### src/rtl/pause_pkg.sv
package pause_pkg;
    localparam int BYTE_W     = 8;
    localparam int VAL_W      = 16;
    localparam int IDX_W      = 5;
    localparam int IDX_MAX    = (1 << IDX_W) - 1;
    localparam int VAL_HI_POS = 16;
    localparam int VAL_LO_POS = 17;

    // {compare, expected byte} for each header position of a pause frame
    function automatic logic [BYTE_W:0] hdr_ref(input logic [IDX_W-1:0] pos);
        case (pos)
            5'd0:    hdr_ref = {1'b1, 8'h01};
            5'd1:    hdr_ref = {1'b1, 8'h80};
            5'd2:    hdr_ref = {1'b1, 8'hC2};
            5'd3:    hdr_ref = {1'b1, 8'h00};
            5'd4:    hdr_ref = {1'b1, 8'h00};
            5'd5:    hdr_ref = {1'b1, 8'h01};
            5'd12:   hdr_ref = {1'b1, 8'h88};
            5'd13:   hdr_ref = {1'b1, 8'h08};
            5'd14:   hdr_ref = {1'b1, 8'h00};
            5'd15:   hdr_ref = {1'b1, 8'h01};
            default: hdr_ref = {1'b0, 8'h00};
        endcase
    endfunction
endpackage

### src/rtl/pause_frame_parser.sv
module pause_frame_parser
    import pause_pkg::*;
(
    input  logic              clk,
    input  logic              rst_n,
    input  logic              rx_valid,
    input  logic              rx_sof,
    input  logic              rx_eof,
    input  logic              rx_crc_ok,
    input  logic [BYTE_W-1:0] rx_data,
    output logic              frm_end,
    output logic              frm_pause,
    output logic              frm_crc_good,
    output logic [VAL_W-1:0]  frm_val
);
    typedef struct packed {
        logic [IDX_W-1:0] idx;
        logic             match;
        logic [VAL_W-1:0] val;
        logic             done;
        logic             is_pause;
        logic             crc_good;
    } prs_t;

    prs_t prs_d, prs_q;

    always_comb begin
        logic [IDX_W-1:0] pos;
        logic             hit;
        logic [BYTE_W:0]  ref_b;
        logic [VAL_W-1:0] v;
        prs_d      = prs_q;
        prs_d.done = 1'b0;
        pos        = '0;
        hit        = 1'b0;
        ref_b      = '0;
        v          = '0;
        if (rx_valid) begin
            pos   = rx_sof ? '0 : prs_q.idx;
            hit   = rx_sof ? 1'b1 : prs_q.match;
            ref_b = hdr_ref(pos);
            if (ref_b[BYTE_W] && (ref_b[BYTE_W-1:0] != rx_data)) begin
                hit = 1'b0;
            end
            v = rx_sof ? '0 : prs_q.val;
            if (pos == IDX_W'(VAL_HI_POS)) v[VAL_W-1:BYTE_W] = rx_data;
            if (pos == IDX_W'(VAL_LO_POS)) v[BYTE_W-1:0]     = rx_data;
            prs_d.idx   = (pos == IDX_W'(IDX_MAX)) ? pos : pos + 1'b1;
            prs_d.match = hit;
            prs_d.val   = v;
            if (rx_eof) begin
                prs_d.done     = 1'b1;
                prs_d.is_pause = hit && (pos >= IDX_W'(VAL_LO_POS));
                prs_d.crc_good = rx_crc_ok;
            end
        end
    end

    always_ff @(posedge clk or negedge rst_n) begin
        if (!rst_n) prs_q <= '0;
        else        prs_q <= prs_d;
    end

    assign frm_end      = prs_q.done;
    assign frm_pause    = prs_q.is_pause;
    assign frm_crc_good = prs_q.crc_good;
    assign frm_val      = prs_q.val;
endmodule

### src/rtl/pause_quanta_timer.sv
module pause_quanta_timer
    import pause_pkg::*;
#(
    parameter int QUANTUM_CYC = 64
) (
    input  logic             clk,
    input  logic             rst_n,
    input  logic             load,
    input  logic [VAL_W-1:0] load_val,
    output logic             paused
);
    localparam int QW = (QUANTUM_CYC > 1) ? $clog2(QUANTUM_CYC) : 1;
    localparam logic [QW-1:0] Q_LAST = QW'(QUANTUM_CYC - 1);

    typedef struct packed {
        logic [VAL_W-1:0] quanta;
        logic [QW-1:0]    sub;
    } tmr_t;

    tmr_t tmr_d, tmr_q;

    always_comb begin
        tmr_d = tmr_q;
        if (load) begin
            tmr_d.quanta = load_val;
            tmr_d.sub    = Q_LAST;
        end else if (tmr_q.quanta != '0) begin
            if (tmr_q.sub == '0) begin
                tmr_d.quanta = tmr_q.quanta - 1'b1;
                tmr_d.sub    = Q_LAST;
            end else begin
                tmr_d.sub = tmr_q.sub - 1'b1;
            end
        end
    end

    always_ff @(posedge clk or negedge rst_n) begin
        if (!rst_n) tmr_q <= '0;
        else        tmr_q <= tmr_d;
    end

    assign paused = (tmr_q.quanta != '0);
endmodule

### src/rtl/tx_req_gate.sv
module tx_req_gate (
    input  logic clk,
    input  logic rst_n,
    input  logic req_set,
    input  logic tx_done,
    input  logic paused,
    output logic tx_req,
    output logic tx_start
);
    typedef struct packed {
        logic req;
        logic act;
    } gate_t;

    gate_t gate_d, gate_q;
    logic  go;

    assign go = gate_q.req && !gate_q.act && !paused;

    always_comb begin
        gate_d = gate_q;
        if (req_set && !gate_q.req) gate_d.req = 1'b1;
        if (go)                     gate_d.act = 1'b1;
        if (tx_done && gate_q.act) begin
            gate_d.act = 1'b0;
            gate_d.req = 1'b0;
        end
    end

    always_ff @(posedge clk or negedge rst_n) begin
        if (!rst_n) gate_q <= '0;
        else        gate_q <= gate_d;
    end

    assign tx_req   = gate_q.req;
    assign tx_start = go;
endmodule

### src/rtl/pause_rx_gate.sv
module pause_rx_gate
    import pause_pkg::*;
#(
    parameter int QUANTUM_CYC = 64
) (
    input  logic              clk,
    input  logic              rst_n,
    input  logic              rx_pause_en,
    input  logic              pass_all,
    input  logic              rx_valid,
    input  logic              rx_sof,
    input  logic              rx_eof,
    input  logic              rx_crc_ok,
    input  logic [BYTE_W-1:0] rx_data,
    input  logic              tx_req_set,
    input  logic              tx_done,
    output logic              tx_req,
    output logic              tx_start,
    output logic              paused,
    output logic              rx_done,
    output logic              rx_drop
);
    logic             f_end, f_pause, f_crc;
    logic [VAL_W-1:0] f_val;
    logic             apply;

    pause_frame_parser u_parser (
        .clk(clk), .rst_n(rst_n),
        .rx_valid(rx_valid), .rx_sof(rx_sof), .rx_eof(rx_eof),
        .rx_crc_ok(rx_crc_ok), .rx_data(rx_data),
        .frm_end(f_end), .frm_pause(f_pause),
        .frm_crc_good(f_crc), .frm_val(f_val)
    );

    assign apply = f_end && f_pause && f_crc && rx_pause_en;

    pause_quanta_timer #(.QUANTUM_CYC(QUANTUM_CYC)) u_timer (
        .clk(clk), .rst_n(rst_n),
        .load(apply), .load_val(f_val), .paused(paused)
    );

    tx_req_gate u_gate (
        .clk(clk), .rst_n(rst_n),
        .req_set(tx_req_set), .tx_done(tx_done), .paused(paused),
        .tx_req(tx_req), .tx_start(tx_start)
    );

    assign rx_done = f_end;
    assign rx_drop = f_end && f_pause && !pass_all;
endmodule

### config.mk
export PLATFORM = sky130hd
export DESIGN_NAME = pause_rx_gate
export DESIGN_NICKNAME = d
export VERILOG_FILES = /design/src/rtl/pause_pkg.sv /design/src/rtl/pause_frame_parser.sv /design/src/rtl/pause_quanta_timer.sv /design/src/rtl/tx_req_gate.sv /design/src/rtl/pause_rx_gate.sv
export SDC_FILE = /design/constraint.sdc
export NUM_CORES = 1
export LEC_CHECK = 0
export ABC_AREA = 1
export BUFFER_PORTS_ARGS = -buffer_cell sky130_fd_sc_hd__buf_2
export CAP_MARGIN = 30
export CORE_MARGIN = 3
export CORE_UTILIZATION = 51
export DETAILED_ROUTE_END_ITERATION = 10
export GPL_TIMING_DRIVEN = 0
export PLACE_DENSITY = 0.79
export SYNTH_ARGS = -nofsm -noshare
export SYNTH_HDL_FRONTEND = slang
export SYNTH_SLANG_ARGS = --single-unit
### constraint.sdc
create_clock -name clk -period 3.7 [get_ports clk]
set_clock_uncertainty 0.15 [all_clocks]
set_input_delay 0.37 -clock clk [delete_from_list [all_inputs] [get_ports clk]]
set_output_delay 0.37 -clock clk [all_outputs]
set_load 0.01 [all_outputs]
==> qor.yml <==
clockBufferDepth: 2
setup.worst_path.end_class: "output pin"
drtPass1Iterations: 5
drt_iter0_markers: 140
gr-usage-met2_pct: 39.2
antenna_found_initial: 0
powerDensity_nw_per_um2: 544
start_util_pct: 53.9
grt_pass1_vias: 2559
grt_pass1_wl_mm: 11.5
cp.required_ns: 3.18
die_x_um: 80.4
syn_area_um2: 2820
post-route-period-util_pct: 64.6
placed_cells: 464
setup_tns_ns: 0
cap_violations: 0
grt_usage_pct: 22.9
wl_per_cell_um: 14.3
async_reset_ff_share_pct: 100
root_buffer: "clkbuf_8"
fmax_mhz: 419
ys_top_cells_by_count: "nand2_1, dfrtp_1, inv_1"
hold_buffers: 1
netlist_instances: 371
synthFlopType: "dfrtp_1"
die_h_um: 80.4
fill_cells: 471
combPwrFrac_pct: 31.2
worst_slack_ns: 1.31
cts.repair.resized: 0
grt_util_met3_pct: 3.36
syn_to_final_growth_pct: 12.9
synth_enable_flop_cells: 0
min_period_ns: 2.39
status: "complete, no violations"
use_met1_pct: 30.0
ys_types: 38
synth_top_cell_area_share_pct: 43.4
drc: 0
cts_sinks: 49
multi_input_comb_area_um2: 1360
fin_cells: 473
cts_setup_buffers: 0
htree_num_levels: 2
finalNetCount: 425
worst_pin_slew_ns: 0.482
place_congestion: 0.925
hpwl_mm: 5.13
grt_start_max_net_pins: 33
vdd_drop_max_v: 0.000233
yosys-top-cells-area: "dfrtp_1, nand2_1, nand3_1"
hold_path_class: "in -> reg"
dr_total_vias: 2603
syn_area_per_cell_um2: 7.61
clkTransAtPathRegs_ns: 0.10
design.portCount: 23
finalHoldViolCount: 0
clk_latency_ns: 0.31
core_area_um2: 5240
antennaDiodeCount: 0
yosysTopAreaCell: "dfrtp_1"
path_class: "reg -> out"
placementRows: 26
via_per_inst: 5.50
post-synth-top-count-cell: "nand2_1"
dp_slack_ns: 1.55
leakagePower_nw: 1.59
cp_data_arrival_time_ns: 1.87
syn-num-nets: 394
seq_power_share_pct: 42.0
maxSlewViolCount: 0
swShare_pct: 36.1
cts_tree: "built"
net-switching-power_w: 0.000626
yosysSeqAreaShare_pct: 43.4
cp-start-kind: "flop"
die-area_um2: 6460
setup_viol: 0
p_clk_share_pct: 26.8
yosys_warnings: 0
relSlewSlack_pct: 67.9
cts_buffers: 5
wirelength_mm: 6.75
globalRouteOverflowTotal: 0
rsz0062_at_grt: "no"
ff_latch_area_um2: 1230
top_usage_layer: "met2"
ys_ff_latch: 49
worstPathMaxFanout: 7
layout-drive-gt1-share_pct: 14.9
numPortBuffers: 22
p_int_w: 0.00111
ant_nets: 0
[routing by layer]
| metal | up-vias | wire length [um] |
|---|---|---|
| li1 | 1292 | - |
| met5 | - | 0 |
| met4 | 0 | 80 |
| met2 | 75 | 3340 |
| met3 | 10 | 353 |
| met1 | 1226 | 2970 |
[state kept, by name, indices dropped and copies added (netlist names)]
name / count
u_parser.frm_pause: 1
u_parser.frm_crc_good: 1
u_timer.tmr_q: 22
u_parser.frm_end: 1
u_parser.frm_val: 16
u_gate.tx_req: 1
u_gate.gate_q: 1
u_parser.prs_q: 6
[logic make-up after synthesis]
group,after synthesis,share of synthesized area (%)
buffers and inverters,59,8.42
flip-flops,49,43.4
XOR/XNOR,3,0.931
AND/OR/NAND/NOR,174,28.5
adder cells (fa/ha/maj),5,2.22
AO/OA/AOI/OAI,81,16.5
[stage by stage]
stage	area, um2	hold slack [ns]	total power (W)	utilization (%)
floorplan	2820	-0.0756	0.00113	-
global placement	3020	0.295	0.00124	57.7
detailed placement	3040	0.187	0.00127	58.1
CTS	3190	0.0960	0.00174	60.9
global route	3190	0.0998	0.00185	60.9
finish	3190	0.0932	0.00174	60.9
[final timing paths]
| kind | startpoint | end | slack [ns] | cells past startpoint |
|---|---|---|---|---|
| max | u_timer.tmr_q[6] | tx_start | 1.31 | 7 |
| min | tx_done | u_gate.tx_req | 0.09 | 2 |
| max reg2reg | u_timer.tmr_q[0] | u_timer.tmr_q[15] | 1.75 | 11 |
| min reg2reg | u_gate.gate_q[0] | u_gate.tx_req | 0.33 | 1 |
| max in group asynchronous | rst_n | u_parser.prs_q[22] | 2.51 | 3 |
| min in group asynchronous | rst_n | u_timer.tmr_q[14] | 0.37 | 2 |
[power by group through the flow]
stage | logic (W) | registers (W) | clock network (W)
after detailed placement | 0.000537 | 0.000738 | 0
after global routing | 0.000624 | 0.000741 | 0.000489
after CTS | 0.000544 | 0.000727 | 0.000466
after floorplan | 0.000420 | 0.000713 | 0
final | 0.000541 | 0.000729 | 0.000466
after global placement | 0.000513 | 0.000731 | 0
[critical path, cell delays in order, from the launching register on]
cell     delay (ns)
dfrtp_1        0.37
inv_1          0.17
ha_1           0.20
inv_1          0.08
nor3_1         0.27
nand4_4        0.20
nor2_1         0.13
buf_2          0.14
[area by class of cell]
cell class / count / share of cell area (%)
multi-input combinational: 263 / 42.6
buffer: 9 / 1.49
sequential: 49 / 38.5
tap: 70 / 2.75
inverter: 50 / 5.97
timing repair buffer: 24 / 4.40
clock buffer: 5 / 2.16
clock inverter: 3 / 2.16
[cells in the final DEF, fill, tap and decap left out, types with 3 or more instances in the layout]
| cell | n |
|---|---|
| nor3_1 | 8 |
| dfrtp_1 | 49 |
| clkbuf_1 | 5 |
| o22ai_1 | 9 |
| nand3_1 | 36 |
| buf_2 | 24 |
| ha_1 | 5 |
| nand4_1 | 3 |
| o21ai_2 | 7 |
| nor2_1 | 34 |
| nand2_1 | 76 |
| o21ai_0 | 33 |
| o21ai_1 | 7 |
| xor2_1 | 3 |
| clkbuf_8 | 5 |
| nand2_2 | 4 |
| o211ai_1 | 3 |
| a21oi_1 | 16 |
| nor2_2 | 3 |
| inv_1 | 47 |
No activity file was read; power rests on OpenSTA's default activity.
